===== config.mk =====
export PLATFORM = sky130hd
export DESIGN_NAME = hpbus_if
export DESIGN_NICKNAME = d
export VERILOG_FILES = /design/src/rtl/hpbus_pkg.sv /design/src/rtl/hpbus_sync.sv /design/src/rtl/hpbus_decode.sv /design/src/rtl/hpbus_fsm.sv /design/src/rtl/hpbus_if.sv
export SDC_FILE = /design/constraint.sdc
export NUM_CORES = 1
export LEC_CHECK = 0
export ABC_AREA = 1
export ABC_CLOCK_PERIOD_IN_PS = 1200
export BUFFER_PORTS_ARGS = -buffer_cell sky130_fd_sc_hd__buf_2
export CAP_MARGIN = 10
export CORE_MARGIN = 2
export CORE_UTILIZATION = 47
export DETAILED_ROUTE_END_ITERATION = 8
export PLACE_DENSITY = 0.86
export SYNTH_ARGS = -nofsm -noshare
export SYNTH_HDL_FRONTEND = slang
export SYNTH_SLANG_ARGS = --single-unit

===== constraint.sdc =====
create_clock -name clk -period 1.2 [get_ports clk]
set_input_delay 0.18 -clock clk [delete_from_list [all_inputs] [get_ports clk]]
set_output_delay 0.18 -clock clk [all_outputs]
set_load 0.1 [all_outputs]

===== src/rtl/hpbus_pkg.sv =====
package hpbus_pkg;

    typedef enum logic [2:0] {
        ST_IDLE,
        ST_RD_START,
        ST_RD_HOLD,
        ST_WR_HOLD,
        ST_WR_COMMIT
    } bus_state_e;

    // Host strobes after mode decoding, all active high
    typedef struct packed {
        logic sel;
        logic rd_stb;
        logic wr_stb;
        logic wr_hold;
    } bus_ctl_t;

endpackage


===== src/rtl/hpbus_sync.sv =====
module hpbus_sync #(
    parameter int             W       = 1,
    parameter int             STAGES  = 2,
    parameter logic [W-1:0]   RST_VAL = '1
) (
    input  logic         clk,
    input  logic         rst_n,
    input  logic [W-1:0] d,
    output logic [W-1:0] q
);

    logic [W-1:0] stg [STAGES];

    always_ff @(posedge clk or negedge rst_n) begin
        if (!rst_n) begin
            for (int i = 0; i < STAGES; i++) begin
                stg[i] <= RST_VAL;
            end
        end else begin
            stg[0] <= d;
            for (int i = 1; i < STAGES; i++) begin
                stg[i] <= stg[i-1];
            end
        end
    end

    assign q = stg[STAGES-1];

endmodule


===== src/rtl/hpbus_decode.sv =====
module hpbus_decode
    import hpbus_pkg::*;
(
    input  logic     strap_shared,
    input  logic     strap_dirstb,
    input  logic     sel_n,
    input  logic     dstb,
    input  logic     dir,
    output bus_ctl_t ctl
);

    logic ds_act;

    // Data strobe polarity depends on bus sharing
    assign ds_act = strap_shared ? ~dstb : dstb;

    always_comb begin
        ctl.sel = ~sel_n;
        if (strap_dirstb) begin
            ctl.rd_stb  = ds_act & dir;
            ctl.wr_stb  = ds_act & ~dir;
            ctl.wr_hold = ds_act;
        end else begin
            ctl.rd_stb  = ~dstb;
            ctl.wr_stb  = ~dir;
            ctl.wr_hold = ~dir;
        end
    end

endmodule


===== src/rtl/hpbus_fsm.sv =====
module hpbus_fsm
    import hpbus_pkg::*;
#(
    parameter int AW = 8,
    parameter int DW = 8
) (
    input  logic          clk,
    input  logic          rst_n,
    input  bus_ctl_t      ctl,
    input  logic [AW-1:0] cur_addr,
    input  logic [DW-1:0] wdata_in,
    output logic          reg_re,
    output logic          reg_we,
    output logic [AW-1:0] reg_addr,
    output logic [DW-1:0] reg_wdata,
    output logic          rd_drive
);

    bus_state_e    st, st_nxt;
    logic [AW-1:0] addr_q;
    logic [DW-1:0] wdata_q;
    logic          start_wr, start_rd, hold_wr;

    assign start_wr = (st == ST_IDLE) && ctl.sel && ctl.wr_stb;
    assign start_rd = (st == ST_IDLE) && ctl.sel && ctl.rd_stb && !ctl.wr_stb;
    assign hold_wr  = (st == ST_WR_HOLD) && ctl.sel && ctl.wr_hold;

    // State register
    always_ff @(posedge clk or negedge rst_n) begin
        if (!rst_n) st <= ST_IDLE;
        else        st <= st_nxt;
    end

    // Next state
    always_comb begin
        st_nxt = st;
        unique case (st)
            ST_IDLE: begin
                if (start_wr)      st_nxt = ST_WR_HOLD;
                else if (start_rd) st_nxt = ST_RD_START;
            end
            ST_RD_START,
            ST_RD_HOLD: begin
                st_nxt = (ctl.sel && ctl.rd_stb) ? ST_RD_HOLD : ST_IDLE;
            end
            ST_WR_HOLD: begin
                if (!ctl.sel)          st_nxt = ST_IDLE;
                else if (!ctl.wr_hold) st_nxt = ST_WR_COMMIT;
            end
            ST_WR_COMMIT: st_nxt = ST_IDLE;
            default:      st_nxt = ST_IDLE;
        endcase
    end

    // Address and data capture
    always_ff @(posedge clk or negedge rst_n) begin
        if (!rst_n) begin
            addr_q  <= '0;
            wdata_q <= '0;
        end else begin
            if (start_wr || start_rd) addr_q  <= cur_addr;
            if (start_wr || hold_wr)  wdata_q <= wdata_in;
        end
    end

    // Outputs
    always_comb begin
        reg_re    = (st == ST_RD_START);
        reg_we    = (st == ST_WR_COMMIT);
        rd_drive  = (st == ST_RD_START) || (st == ST_RD_HOLD);
        reg_addr  = addr_q;
        reg_wdata = wdata_q;
    end

    assert_we_single_R3: assert property (@(posedge clk) disable iff (!rst_n)
        reg_we |=> !reg_we);

    assert_commit_after_write_R3: assert property (@(posedge clk) disable iff (!rst_n)
        reg_we |-> $past(st) == ST_WR_HOLD);

    assert_re_single_R8: assert property (@(posedge clk) disable iff (!rst_n)
        reg_re |=> !reg_re);

    assert_no_start_unselected_R2: assert property (@(posedge clk) disable iff (!rst_n)
        (st == ST_IDLE && !ctl.sel) |=> (st == ST_IDLE));

    assert_addr_held_R8: assert property (@(posedge clk) disable iff (!rst_n)
        (st != ST_IDLE) |=> $stable(addr_q));

endmodule


===== src/rtl/hpbus_if.sv =====
module hpbus_if
    import hpbus_pkg::*;
#(
    parameter int DATA_W      = 8,
    parameter int ADDR_LO_W   = 7,
    parameter int SYNC_STAGES = 2
) (
    input  logic                 clk,
    input  logic                 rst_n,
    input  logic                 strap_shared,
    input  logic                 strap_dirstb,
    input  logic                 force_hiz,
    input  logic                 host_sel_n,
    input  logic                 host_dstb,
    input  logic                 host_dir,
    input  logic                 host_lat,
    input  logic [ADDR_LO_W-1:0] host_alo,
    input  logic [DATA_W-1:0]    host_din,
    output logic [DATA_W-1:0]    host_dout,
    output logic                 host_doe,
    input  logic                 irq_req,
    output logic                 host_irq_drv,
    output logic                 reg_re,
    output logic                 reg_we,
    output logic [ADDR_LO_W:0]   reg_addr,
    output logic [DATA_W-1:0]    reg_wdata,
    input  logic [DATA_W-1:0]    reg_rdata
);

    localparam int REG_AW = ADDR_LO_W + 1;
    localparam int PIN_W  = 4 + ADDR_LO_W + DATA_W;

    logic [PIN_W-1:0]     pin_raw, pin_s;
    logic                 sel_n_s, dstb_s, dir_s, lat_s;
    logic [ADDR_LO_W-1:0] alo_s;
    logic [DATA_W-1:0]    din_s;
    logic                 lat_prev, lat_rise;
    logic [REG_AW-1:0]    alat_q, cur_addr;
    logic                 irq_q, rd_drive;
    bus_ctl_t             ctl;

    assign pin_raw = {host_sel_n, host_dstb, host_dir, host_lat, host_alo, host_din};

    hpbus_sync #(
        .W       (PIN_W),
        .STAGES  (SYNC_STAGES),
        .RST_VAL ({PIN_W{1'b1}})
    ) u_sync (
        .clk   (clk),
        .rst_n (rst_n),
        .d     (pin_raw),
        .q     (pin_s)
    );

    assign sel_n_s = pin_s[PIN_W-1];
    assign dstb_s  = pin_s[PIN_W-2];
    assign dir_s   = pin_s[PIN_W-3];
    assign lat_s   = pin_s[PIN_W-4];
    assign alo_s   = pin_s[DATA_W +: ADDR_LO_W];
    assign din_s   = pin_s[DATA_W-1:0];

    hpbus_decode u_decode (
        .strap_shared (strap_shared),
        .strap_dirstb (strap_dirstb),
        .sel_n        (sel_n_s),
        .dstb         (dstb_s),
        .dir          (dir_s),
        .ctl          (ctl)
    );

    // Address latch for the shared bus, loaded on a rising latch strobe
    assign lat_rise = strap_shared && lat_s && !lat_prev;

    always_ff @(posedge clk or negedge rst_n) begin
        if (!rst_n) begin
            lat_prev <= 1'b1;
            alat_q   <= '0;
            irq_q    <= 1'b0;
        end else begin
            lat_prev <= lat_s;
            irq_q    <= irq_req;
            if (lat_rise) alat_q <= din_s[REG_AW-1:0];
        end
    end

    assign cur_addr = strap_shared ? alat_q : {lat_s, alo_s};

    hpbus_fsm #(
        .AW (REG_AW),
        .DW (DATA_W)
    ) u_fsm (
        .clk       (clk),
        .rst_n     (rst_n),
        .ctl       (ctl),
        .cur_addr  (cur_addr),
        .wdata_in  (din_s),
        .reg_re    (reg_re),
        .reg_we    (reg_we),
        .reg_addr  (reg_addr),
        .reg_wdata (reg_wdata),
        .rd_drive  (rd_drive)
    );

    assign host_doe     = rd_drive && !force_hiz;
    assign host_dout    = rd_drive ? reg_rdata : '0;
    assign host_irq_drv = irq_q && !force_hiz;

    assert_latch_shared_only_R6: assert property (@(posedge clk) disable iff (!rst_n)
        !strap_shared |=> $stable(alat_q));

endmodule


== After elaboration in Yosys (flattened, before gate mapping) ==
Cells that the tools add are included.
Widths: inputs -> output; s select.
Word-level totals
  register bits: 67
Operators by class
  eq/ne operators: 6
  mux-type cells: 10
  bitwise operators: 5
  reduce and logical (&&, ||, !) cells: 20
Operator list (number)
  $mux 8: 2
  $mux 3: 5
  $logic_and 1x1->1: 11
  $pmux 3 s3: 1
  $eq 3x2->1 const B: 2
  $eq 3x1->1 const B: 1
  $eq 3x3->1 const B: 1
  $logic_not 1->1: 3
  $logic_not 3->1: 1
  $logic_or 1x1->1: 3
  $ne 3x1->1 const B: 1
  $ne 3x3->1 const B: 1
  $not 1->1: 3
  $and 1x1->1: 2
  $mux 2: 1
  $reduce_and 2->1: 1
  $reduce_or 2->1: 1
  $mux 1: 1

== Longest topological paths before layout ==
Gate-level depths: netlist of the first run.
  depth in word-level cells: 9
  gate-level depth with buffers: 9
  depth with buffers taken out: 8

== By module ==
From an unflattened synthesis of the first run, not the netlist that was laid out.
Unflattened totals
  cell total of the unflattened synthesis: 255
  area total of the unflattened synthesis: 2633.8 um2
Modules (own cells, without submodules)
  hpbus_sync: times used 1, cells each 57, area an instance 1141.1 um2, sequential area each 998.5 um2
  hpbus_fsm: times used 1, cells each 97, area an instance 844.6 um2, sequential area each 475.5 um2
  hpbus_if: times used 1, cells each 84, area an instance 574.3 um2, sequential area each 251.5 um2
  hpbus_decode: times used 1, cells each 17, area an instance 73.8 um2, sequential area each 0.0 um2

== Worst setup path before layout of the first run ==
Ideal clock, no wire load.
  kind: register to output
  from: register u_fsm.st[1]
  to: output reg_re
  arrival: 2.449 ns
  required time: 1.020 ns
  setup slack: -1.429 ns
  cell stages (with the launch flop): 2
  buffers on the path: 0
  cells stage by stage: dfrtp_1 -> nor3_1
On the way
  longest elaborated chain between the ends: 1
RTL lines
  start: declaration: line hpbus_fsm.sv:19  | bus_state_e st, st_nxt;
  start signal: assignment: line hpbus_fsm.sv:31  | else st <= st_nxt;
  $eq 3x1->1: line hpbus_fsm.sv:68  | reg_re = (st == ST_RD_START);
  end: declaration: line hpbus_if.sv:23  | output logic reg_re,
Every way passes these cells.

== Worst setup path in the final report of the first run ==
  from: register u_fsm.st[0]
  to: output host_dout[5]
On the way
  longest elaborated chain between the ends: 3
  elaborated cells on any way between the ends: 4
  those cells by class: eq/ne (2); mux (1); reduce/logical (1)
RTL lines
  $eq 3x1->1 or $eq 3x2->1 (tied branches): line hpbus_fsm.sv:70  | rd_drive = (st == ST_RD_START) || (st == ST_RD_HOLD);
  $logic_or 1x1->1 (*): line hpbus_fsm.sv:70
  $mux 8 (*): line hpbus_if.sv:105  | assign host_dout = rd_drive ? reg_rdata : '0;
  end: declaration: line hpbus_if.sv:19  | output logic [DATA_W-1:0] host_dout,
Mark *: on every way between the ends. The rest lies on a longest branch, timed or not.

==> metrics.md, run 1 <==
| Metric | Value |
|---|---|
| DRT iter0 DRCs | 54 |
| Total nets after synthesis | 219 |
| Clock tree from TritonCTS | done |
| Clock Power Share | 18.3% |
| Most frequent cells in the layout | dfstp_2, buf_2, buf_12 |
| Routed wire per std cell | 15.1 um |
| Total Routed Length | 5.69 mm |
| # port buffers | 60 |
| Antenna Violating Nets Remaining | 0 |
| Skew-Pair Late Insertion Delay | 330 ps |
| Num CTS Buffers | 9 |
| Worst EP arrival | 1590 ps |
| Final setup viols | 30 |
| Grt ovf | 0 |
| Sw power | 3590 uW |
| DP HPWL | 3.60 mm |
| Final Cycle Share | 147% |
| Site row count | 26 |
| Die Width | 75.7 um |
| Largest net degree at the start of global routing | 68 |
| Routability cong. | 0.826 |
| Synthesis Warnings | 0 |
| Post-layout utilization of the core | 81.0% |
| Slew headroom | 77.9% |
| Slew at the pin closest to its max-slew limit | 331 ps |
| Mean post-synth cell area | 13.0 um2 |
| CP max stage cell | dfrtp_1 |
| Clk buf depth | 2 |
| Failing checks | setup timing |
| Num ports | 61 |
| First-pass GRT wire length | 8.75 mm |
| Multi-input gate area | 803 um2 |
| DRC Markers | 0 |
| Post-synth EDFFs | 0 |
| Top post-synthesis cells by area | dfstp_2, dfrtp_1, nand2_1 |
| Crit. Startpoint | u_fsm.st[0]$_DFFE_PN0P_ |
| Crit Path Class | reg -> out |
| Vias in the first global route | 1906 |
| Clock sinks | 67 |
| Vias/cell | 4.63 |
| Sequential fraction of design power | 35.1% |
| Chip height | 75.7 um |
| Crit-path cells | inv_2 -> nand2_2 -> inv_2 -> nor2_4 -> clkinv_4 -> nor2_4 -> buf_12 |
| Switch share | 42.4% |
| Worst hold path class | in -> reg |
| Cell Area, Placed | 0.00351 mm2 |
| CP Data Required Time | 1020 ps |
| Buffer and inverter count on the worst path | 4 |
| Highest ir drop seen on vdd | 0.00155 V |
| Inserted Diodes | 0 |
| Final WS setup | -569 ps |
| Post-layout nets | 335 |
| Initial antenna violation count | 0 |
| Max stage delay on crit path | 390 ps |
| Min Tclk post-route | 1770 ps |
| #FFs+latches synth | 67 |
| Area grow syn2layout | 69.0% |
| Fin area | 0.00409 mm2 |
| Fillcell total | 253 |
| Drt pass-1 iters | 4 |
| Core area | 0.00504 mm2 |
| Leak | 0.00190 uW |
| Starting Density | 47.9% |
| Register area share after synthesis | 71.4% |
| Synthesized area | 0.00242 mm2 |
| R2R Path Start | u_fsm.st[0]$_DFFE_PN0P_ |
| Synth area leader | dfstp_2 |
| Ys flop type | dfstp_2 |
| Min-Delay Startpoint | strap_dirstb |
| Fin. max-slew vios | 0 |
| CP startpoint kind | flip-flop |
| Clock Skew | 9.27 ps |
| Combinational power share | 46.6% |
| Syn Inst Count | 186 |
| MaxCap Viol Count | 0 |
| Layout cells sized above 1 | 67.8% |
| Critical Path Fanout Max | 5 |
| Leading cell type in the layout, fill and taps excluded | dfstp_2 |
| Crit end category | output pin |
| Crit path max-delay family | buffers and inverters |
| DR vias | 1744 |
| H-tree Lvls | 3 |
| Root buf cell | clkbuf_8 |
| Synth async-reset ratio | 100% |
| Pwr per Cell Area | 2070 mW/mm2 |
| Die area | 0.00573 mm2 |
| FF/Latch Area | 0.00173 mm2 |
| RSZ-0062 raised after global routing | yes |
| Yosys cell types | 21 |
| Internal power | 4880 uW |
| Clock transition at the registers of the reported paths | 70 ps |
| Global-route usage over all layers | 21.8% |
| Fmax | 0.565 GHz |
| Status | finished with violations |
| Post-synth top area share | 42.4% |
| Fin. Hold Viols | 0 |
cell usage after synthesis (2+ instances only):
library cell	number
buf_6	2
dfrtp_1	28
dfstp_2	39
inv_1	18
mux2_2	8
mux2i_1	8
nand2_1	34
nand2_2	5
nand3_1	9
nand3_4	2
nor2_1	16
o21ai_2	8
cells by family (layout without fill, tap and decap cells):
logic type | Yosys count | in the layout | share of synthesized area [%]
and+or+nand+nor | 70 | 70 | 13.8
buffers and inverters | 23 | 144 | 4.35
DFF | 67 | 67 | 71.4
muxes | 16 | 16 | 7.04
AOI/OAI and AO/OA | 10 | 10 | 3.47
final cells by class:
class	count	area share [%]
Tap cell	70	2.14
Inverter	20	1.96
Clock inverter	3	0.368
Timing Repair Buffer	107	29.8
Multi-Input combinational cell	96	19.7
Clock buffer	13	3.64
Sequential cell	67	42.2
Timing Repair inverter	1	0.214
worst min-delay path: cells and delay by family:
kind	cells	cell delay (ps)
and+or+nand+nor	2	170
buffers and inverters	1	160
AOI/OAI and AO/OA	1	100
path summary, 6_finish.rpt:
| path | endpoint | slack [ps] | cells after the start |
|---|---|---|---|
| max | host_dout[5] | -570 | 7 |
| min | u_fsm.st[1]$_DFFE_PN0P_ | 320 | 4 |
| max reg2reg | u_fsm.reg_addr[2]$_DFFE_PN0P_ | -260 | 7 |
| min reg2reg | u_sync.q[17]$_DFF_PN1_ | 350 | 0 |
| max in group asynchronous | lat_prev$_DFF_PN1_ | 500 | 3 |
| min in group asynchronous | u_fsm.reg_addr[0]$_DFFE_PN0P_ | 390 | 3 |
registers in the layout, summed over array words and instances (netlist names):
register         flops
alat_q               8
u_fsm.reg_addr       8
lat_prev             1
u_fsm.st             3
irq_q                1
u_sync.q            19
u_fsm.reg_wdata      8
u_sync.stg          19
power groups by stage:
stage | Sequential [uW] | Combinational [uW] | Clock (uW)
6_report | 2970 | 3950 | 1550
5_1_grt | 3000 | 4090 | 1690
4_1_cts | 2960 | 3880 | 1590
3_5_place_dp | 2990 | 3720 | 0
3_3_place_gp | 2960 | 3650 | 0
2_1_floorplan | 4220 | 979 | 0
routing by layer:
metal / routed length [um] / global-route usage [%] / vias up / share of wire [%]
li1: - / - / 814 / -
met1: 2070 / 23.6 / 857 / 36
met2: 3220 / 39.4 / 56 / 57
met3: 254 / 4.63 / 17 / 4.5
met4: 151 / 12.3 / 0 / 2.7
met5: 0 / 0 / - / 0
timing repair:
item	in CTS	in global routing
pin swaps	15	10
gates cloned	1	1
hold buffers	21	0
endpoints found under the hold margin	48	0
buffers inserted	7	5
setup endpoints to repair	38	31
resized for setup	18	11
through the flow:
step           hold WS [ps]  setup WS, ps  cells  setup TNS, ps  power, uW
6_report                316          -569    377          -9650       8470
5_1_grt                 345          -651    377         -11390       8780
4_1_cts                 283          -560    374          -8390       8420
3_5_place_dp            214          -223    329          -4800       6700
3_3_place_gp            213          -159    329          -2900       6610
2_1_floorplan          -116          -400    186          -4190       5200
No activity file was read; power rests on OpenSTA's default activity.
==> run 2, diff against run 1 <==
Settings changed: ABC_AREA 1 to default, CORE_UTILIZATION 47 to 46, HOLD_SLACK_MARGIN from default to 0.05, PLACE_DENSITY 0.86 to 0.85.
==> metrics.md, run 2 <==
| Metric | Value |
|---|---|
| Grt ovf | 0 (unchanged) |
| FF/Latch Area | 0.00173 mm2 (about the same) |
| #FFs+latches synth | 67 (unchanged) |
| Final WS setup | -591 ps (was -569 ps) |
| Yosys cell types | 24 (was 21) |
| Min Hold Slack | 354 ps (was 316 ps) |
| # port buffers | 60 (unchanged) |
| Routed wire per std cell | 18.4 um (was 15.1 um) |
| Crit end category | flip-flop (was output pin) |
| Synth area leader | dfstp_2 (unchanged) |
| Switch share | 42.4% (about the same) |
| Clock tree from TritonCTS | done (unchanged) |
| Die area | 0.00565 mm2 (was 0.00573 mm2) |
| Antenna Violating Nets Remaining | 0 (unchanged) |
| Syn Inst Count | 144 (was 186) |
| Clock Power Share | 19.2% (was 18.3%) |
| DR vias | 1629 (was 1744) |
| Post-Layout Cell Count | 329 (was 377) |
| Leak | 0.00176 uW (was 0.00190 uW) |
| Post-synth EDFFs | 0 (unchanged) |
| Total nets after synthesis | 177 (was 219) |
| Fin area | 0.00399 mm2 (was 0.00409 mm2) |
| Core area | 0.00482 mm2 (was 0.00504 mm2) |
| Clock sinks | 67 (unchanged) |
| Worst hold path class | reg -> reg (was in -> reg) |
| Skew-Pair Late Insertion Delay | 340 ps (was 330 ps) |
| Global-route usage over all layers | 22.4% (was 21.8%) |
| CP Data Required Time | 1420 ps (was 1020 ps) |
| Synthesized area | 0.00233 mm2 (was 0.00242 mm2) |
| Post-layout utilization of the core | 82.7% (was 81.0%) |
| Layout cells sized above 1 | 76.7% (was 67.8%) |
| Met1 Use GR | 23.4% (was 23.6%) |
| Leading cell type by number of instances after synthesis | dfstp_2 (unchanged) |
| Gr busiest metal | met2 (unchanged) |
| Drt pass-1 iters | 4 (unchanged) |
| Post-synth top area share | 44.0% (was 42.4%) |
| RSZ-0062 raised after global routing | yes (unchanged) |
| GRT met2 Usage | 40.9% (was 39.4%) |
| Synthesis Warnings | 0 (unchanged) |
| Final Cycle Share | 149% (was 147%) |
| Total Routed Length | 6.06 mm (was 5.69 mm) |
| Routability cong. | 0.845 (was 0.826) |
| Top post-synthesis cells by area | dfstp_2, dfrtp_1, mux2_2 (was dfstp_2, dfrtp_1, nand2_1) |
| MaxCap Viol Count | 0 (unchanged) |
| Highest ir drop seen on vdd | 0.00164 V (was 0.00155 V) |
| Die Width | 75.1 um (was 75.7 um) |
| Vias in the first global route | 1811 (was 1906) |
| Synth cell count leaders | dfstp_2, dfrtp_1, mux2_2 (was dfstp_2, nand2_1, dfrtp_1) |
| Pwr Total | 8750 uW (was 8470 uW) |
| Inst Count DP | 284 (was 329) |
| Chip height | 75.1 um (was 75.7 um) |
| Slew at the pin closest to its max-slew limit | 390 ps (was 331 ps) |
| Area grow syn2layout | 71.1% (was 69.0%) |
| Sequential fraction of design power | 34.6% (was 35.1%) |
| Clk buf depth | 2 (unchanged) |
| Min Tclk post-route | 1790 ps (was 1770 ps) |
| Max stage delay on crit path | 420 ps (was 390 ps) |
| First-pass GRT wire length | 8.68 mm (was 8.75 mm) |
| Fin. max-slew vios | 0 (unchanged) |
| Crit-path cells | buf_6 -> or3_4 -> a211oi_4 -> nand2_2 -> mux2_2 (was inv_2 -> nand2_2 -> inv_2 -> nor2_4 -> clkinv_4 -> nor2_4 -> buf_12) |
| Vias/cell | 4.95 (was 4.63) |
| CP startpoint kind | flip-flop (unchanged) |
| Num CTS Buffers | 9 (unchanged) |
| Fillcell total | 239 (was 253) |
| Multi-input gate area | 826 um2 (was 803 um2) |
| Ys flop type | dfstp_2 (unchanged) |
| Combinational power share | 46.2% (was 46.6%) |
| DRT iter0 DRCs | 84 (was 54) |
| Clock Skew | 7.70 ps (was 9.27 ps) |
| Site row count | 25 (was 26) |
| Crit Path Class | reg -> reg (was reg -> out) |
| Starting Density | 48.3% (was 47.9%) |
| Root buf cell | clkbuf_8 (unchanged) |
| Post-layout nets | 290 (was 335) |
| Synth async-reset ratio | 100% (unchanged) |
| Pwr per Cell Area | 2190 mW/mm2 (was 2070 mW/mm2) |
| Fmax | 0.558 GHz (was 0.565 GHz) |
| DRC Markers | 0 (unchanged) |
| Num ports | 61 (unchanged) |
| Fin. Hold Viols | 0 (unchanged) |
| Clock transition at the registers of the reported paths | 70 ps (about the same) |
| Inserted Diodes | 0 (unchanged) |
| Cell Area, Placed | 0.00333 mm2 (was 0.00351 mm2) |
| Leading cell type in the layout, fill and taps excluded | dfstp_2 (unchanged) |
| DP HPWL | 3.25 mm (was 3.60 mm) |
| Register area share after synthesis | 74.1% (was 71.4%) |
| Initial antenna violation count | 0 (unchanged) |
| Mean post-synth cell area | 16.2 um2 (was 13.0 um2) |
| CP max stage cell | dfrtp_2 (was dfrtp_1) |
| H-tree Lvls | 3 (unchanged) |
| Largest net degree at the start of global routing | 68 (unchanged) |
| Worst EP arrival | 2010 ps (was 1590 ps) |
| Final setup viols | 38 (was 30) |
| Slew headroom | 73.9% (was 77.9%) |
| Status | finished with violations (unchanged) |
| Most frequent cells in the layout | dfstp_2, buf_2, buf_12 (unchanged) |
| Internal power | 5040 uW (was 4880 uW) |
| Met3 usage in global routing | 6.96% (was 4.63%) |
| Critical Path Fanout Max | 4 (was 5) |
| Failing checks | setup timing (unchanged) |
| Sw power | 3710 uW (was 3590 uW) |
## run 2: changes by cell type in the layout (fill, tap and decap cells not counted), moves of 8 or more
cell / change
a21oi_2: +8
and2_4: +8
inv_1: -11
inv_2: -8
mux2_4: +9
nand2_1: -23
nand2_2: -10
nand3_2: -8
nor2_4: -10
o21ai_2: -8
## run 2: cell families (layout without fill, tap and decap cells)
group,after synthesis,in the layout,share of synthesized area (%)
multiplexers,26,26,12.1
AO/OA/AOI/OAI,14,14,4.30
XOR/XNOR,2,2,0.752
AND/OR/NAND/NOR,32,33,7.58
buffers and inverters,3,120,1.18
flip-flops,67,67,74.1
## run 2: worst max-delay path: cells and delay by family (launching register included)
kind,cells,cell delay (ps)
buffers and inverters,1,120
flip-flops,1,420
AND/OR/NAND/NOR,2,510
AO/OA/AOI/OAI,1,330
multiplexers,1,310
## run 2: cell type report
| cell class | count | share of cell area, % |
|---|---|---|
| flip-flops and latches | 67 | 43.5 |
| repair buffers | 104 | 29.3 |
| multi-input cells | 75 | 20.7 |
| clock buffers | 10 | 3.45 |
| well taps | 67 | 2.10 |
| clock inverters | 6 | 1.00 |
## run 2: timing repair
item	4_1_cts	5_1_grt
resized for setup	19	35
endpoints found under the setup margin	38	39
setup buffers	4	3
hold endpoints to repair	48	0
cloned	1	1
pin swaps	12	6
hold buffers	21	0
## run 2: metal layers
layer	routed length, um	share of wire [%]
met5	0	0
met4	156	2.6
met3	350	5.8
met2	3430	57
met1	2120	35
## run 2: power by group through the flow
stage                     clock, uW  sequential (uW)  combinational (uW)
final                          1680             3020                4040
after global routing           1810             3050                4160
after CTS                      1680             2970                3870
after detailed placement          0             2990                3670
after global placement            0             2980                3620
after floorplan                   0             4290                 846
## run 2: final timing paths
path	start	end	slack [ps]	cells after the start
worst max-delay path	u_fsm.st[0]$_DFFE_PN0P_	u_fsm.reg_wdata[4]$_DFFE_PN0P_	-590	5
worst min-delay path	u_sync.stg[32]$_DFF_PN1_	u_sync.q[13]$_DFF_PN1_	350	0
worst max register to register	u_fsm.st[0]$_DFFE_PN0P_	u_fsm.reg_wdata[4]$_DFFE_PN0P_	-590	5
worst min register to register	u_sync.stg[32]$_DFF_PN1_	u_sync.q[13]$_DFF_PN1_	350	0
max in group asynchronous	rst_n	u_sync.q[14]$_DFF_PN1_	500	3
min in group asynchronous	rst_n	alat_q[4]$_DFFE_PN0P_	390	3
## run 2: stage by stage
step                      setup WS (ps)  TNS (ps)
after floorplan                    -478    -10200
after global placement             -368     -8800
after detailed placement           -436    -10270
after CTS                          -601    -15890
after global routing               -628    -16990
final                              -591    -15210
==> run 3, diff against run 2 <==
Settings changed: ABC_CLOCK_PERIOD_IN_PS 1200 to 1600.
Clock period 1.2 ns to 1.6 ns, I/O delays scaled along.
==> metrics.md, run 3 (synthesized netlist as in run 2, its figures left out) <==
| Metric | Value |
|---|---|
| DRT iter0 DRCs | 69 (was 84) |
| Inserted Diodes | 0 (unchanged) |
| Multi-input gate area | 769 um2 (was 826 um2) |
| CP Data Required Time | 1820 ps (was 1420 ps) |
| Leak | 0.00163 uW (was 0.00176 uW) |
| Clk buf depth | 2 (unchanged) |
| # port buffers | 60 (unchanged) |
| Min Tclk post-route | 1890 ps (was 1790 ps) |
| Core area | 0.00482 mm2 (unchanged) |
| First-pass GRT wire length | 7.25 mm (was 8.68 mm) |
| Final setup viols | 29 (was 38) |
| R2R Path Start | u_fsm.st[1]$_DFFE_PN0P_ (was u_fsm.st[0]$_DFFE_PN0P_) |
| Crit Path Class | reg -> reg (unchanged) |
| Routability cong. | 0.800 (was 0.845) |
| Root buf cell | clkbuf_8 (unchanged) |
| DP HPWL | 2.92 mm (was 3.25 mm) |
| Die Width | 75.1 um (unchanged) |
| Final Cycle Share | 118% (was 149%) |
| Vias/cell | 4.87 (was 4.95) |
| RSZ-0062 raised after global routing | yes (unchanged) |
| Layout cells sized above 1 | 73.3% (was 76.7%) |
| Global-route usage over all layers | 18.4% (was 22.4%) |
| Pwr Total | 6230 uW (was 8750 uW) |
| Skew-Pair Late Insertion Delay | 340 ps (about the same) |
| Vias in the first global route | 1499 (was 1811) |
| R2r endpoint | u_fsm.reg_wdata[1]$_DFFE_PN0P_ (was u_fsm.reg_wdata[4]$_DFFE_PN0P_) |
| Num CTS Buffers | 9 (unchanged) |
| Num ports | 61 (unchanged) |
| FF/Latch Area | 0.00173 mm2 (about the same) |
| Clock Skew | 9.35 ps (was 7.70 ps) |
| Drt pass-1 iters | 6 (was 4) |
| CP Depth | 5 (unchanged) |
| Chip height | 75.1 um (unchanged) |
| Initial antenna violation count | 0 (unchanged) |
| Starting Density | 48.3% (unchanged) |
| Combinational power share | 40.6% (was 46.2%) |
| Fin area | 0.00371 mm2 (was 0.00399 mm2) |
| Cell Area, Placed | 0.00304 mm2 (was 0.00333 mm2) |
| Buffer and inverter count on the worst path | 1 (unchanged) |
| MaxCap Viol Count | 0 (unchanged) |
| H-tree Lvls | 3 (unchanged) |
| Fin. max-slew vios | 0 (unchanged) |
| Failing checks | setup timing (unchanged) |
| Site row count | 25 (unchanged) |
| Crit. Startpoint | u_fsm.st[1]$_DFFE_PN0P_ (was u_fsm.st[0]$_DFFE_PN0P_) |
| Internal power | 3610 uW (was 5040 uW) |
| Slew headroom | 64.6% (was 73.9%) |
| Max stage delay on crit path | 430 ps (was 420 ps) |
| Critical Path Fanout Max | 5 (was 4) |
| Total Routed Length | 5.16 mm (was 6.06 mm) |
| Post-layout nets | 286 (was 290) |
| Status | finished with violations (unchanged) |
| Highest ir drop seen on vdd | 0.00126 V (was 0.00164 V) |
| Clock tree from TritonCTS | done (unchanged) |
| Final WS setup | -293 ps (was -591 ps) |
| Grt ovf | 0 (unchanged) |
| Die area | 0.00565 mm2 (unchanged) |
| Sequential fraction of design power | 34.5% (was 34.6%) |
| DRC Markers | 0 (unchanged) |
| CP startpoint kind | flip-flop (unchanged) |
| Clock sinks | 67 (unchanged) |
| Most frequent cells in the layout | buf_2, dfstp_2, dfrtp_1 (was dfstp_2, buf_2, buf_12) |
| Antenna Violating Nets Remaining | 0 (unchanged) |
| Sw power | 2620 uW (was 3710 uW) |
| Slew at the pin closest to its max-slew limit | 516 ps (was 390 ps) |
| Clock Power Share | 25.0% (was 19.2%) |
| Fmax | 0.528 GHz (was 0.558 GHz) |
| Worst setup path endpoint | u_fsm.reg_wdata[1]$_DFFE_PN0P_ (was u_fsm.reg_wdata[4]$_DFFE_PN0P_) |
| Fillcell total | 289 (was 239) |
| Worst EP arrival | 2120 ps (was 2010 ps) |
| Crit-path cells | buf_6 -> or3_4 -> a211oi_4 -> nand2_4 -> mux2_4 (was buf_6 -> or3_4 -> a211oi_4 -> nand2_2 -> mux2_2) |
| Worst hold path class | reg -> reg (unchanged) |
| Clock transition at the registers of the reported paths | 70 ps (about the same) |
| Reg2reg setup slack | -290 ps (was -590 ps) |
| Area grow syn2layout | 59.5% (was 71.1%) |
| Largest net degree at the start of global routing | 57 (was 68) |
| Cell depth of the worst flop-to-flop path | 5 (unchanged) |
| Leading cell type in the layout, fill and taps excluded | buf_2 (was dfstp_2) |
| CP max stage cell | dfrtp_2 (unchanged) |
| Crit end category | flip-flop (unchanged) |
| Routed wire per std cell | 15.9 um (was 18.4 um) |
| Switch share | 42.1% (was 42.4%) |
| Pwr per Cell Area | 1680 mW/mm2 (was 2190 mW/mm2) |
| DR vias | 1582 (was 1629) |
| Crit path max-delay family | simple AND/OR/NAND/NOR gates (unchanged) |
| Fin. Hold Viols | 0 (unchanged) |
[run 3: layer usage]
layer  vias to the layer above  routed length, um  global-route usage, %
met3                        17                367                   7.10
li1                        714                  -                      -
met4                         0                127                   7.80
met1                       781               1920                   21.3
met2                        70               2750                   30.6
met5                         -                  0                      0
[run 3: cell type report]
cell class                 count  share of cell area (%)
clock inverter                 5                    2.32
clock buffer                  11                    3.81
multi-input combinational     75                    20.7
tap                           67                    2.26
sequential                    67                    46.5
timing repair buffer         100                    24.4
[run 3: per-stage QoR]
stage / instances / utilization, % / setup WS, ps / TNS, ps / hold slack [ps]
after CTS: 321 / 74.2 / -234 / -4840 / 340
after global routing: 325 / 77.1 / -308 / -7420 / 359
after global placement: 280 / 63.1 / -69.3 / -550 / 344
final: 325 / 77.1 / -293 / -6440 / 355
after detailed placement: 280 / 63.1 / -131 / -1040 / 346
after floorplan: 144 / - / -313 / -1240 / -55.6
[run 3: power groups by stage]
stage	registers, uW	clock network, uW	logic (uW)
6_report	2150	1550	2530
5_1_grt	2170	1660	2610
4_1_cts	2110	1580	2400
3_5_place_dp	2140	0	2280
3_3_place_gp	2130	0	2240
2_1_floorplan	3210	0	636
[run 3: worst min-delay path by stage]
stage                             startpoint                  endpoint  slack, ps  cells after the start
floorplan                              rst_n     alat_q[0]$_DFFE_PN0P_        -60                      0
global placement                 host_alo[4]  u_sync.stg[31]$_DFF_PN1_        340                      1
detailed placement               host_din[6]  u_sync.stg[25]$_DFF_PN1_        350                      1
CTS                             strap_dirstb   u_fsm.st[1]$_DFFE_PN0P_        340                      4
global route        u_sync.stg[27]$_DFF_PN1_     u_sync.q[8]$_DFF_PN1_        360                      0
finish              u_sync.stg[21]$_DFF_PN1_     u_sync.q[2]$_DFF_PN1_        350                      0
[run 3: repair_timing]
action | 4_1_cts | 5_1_grt
cloned | 1 | 2
endpoints found under the setup margin | 24 | 29
buffers inserted | 4 | 2
endpoints found under the hold margin | 31 | 0
hold buffers | 21 | 0
resized for setup | 20 | 20
pin swaps | 9 | 7
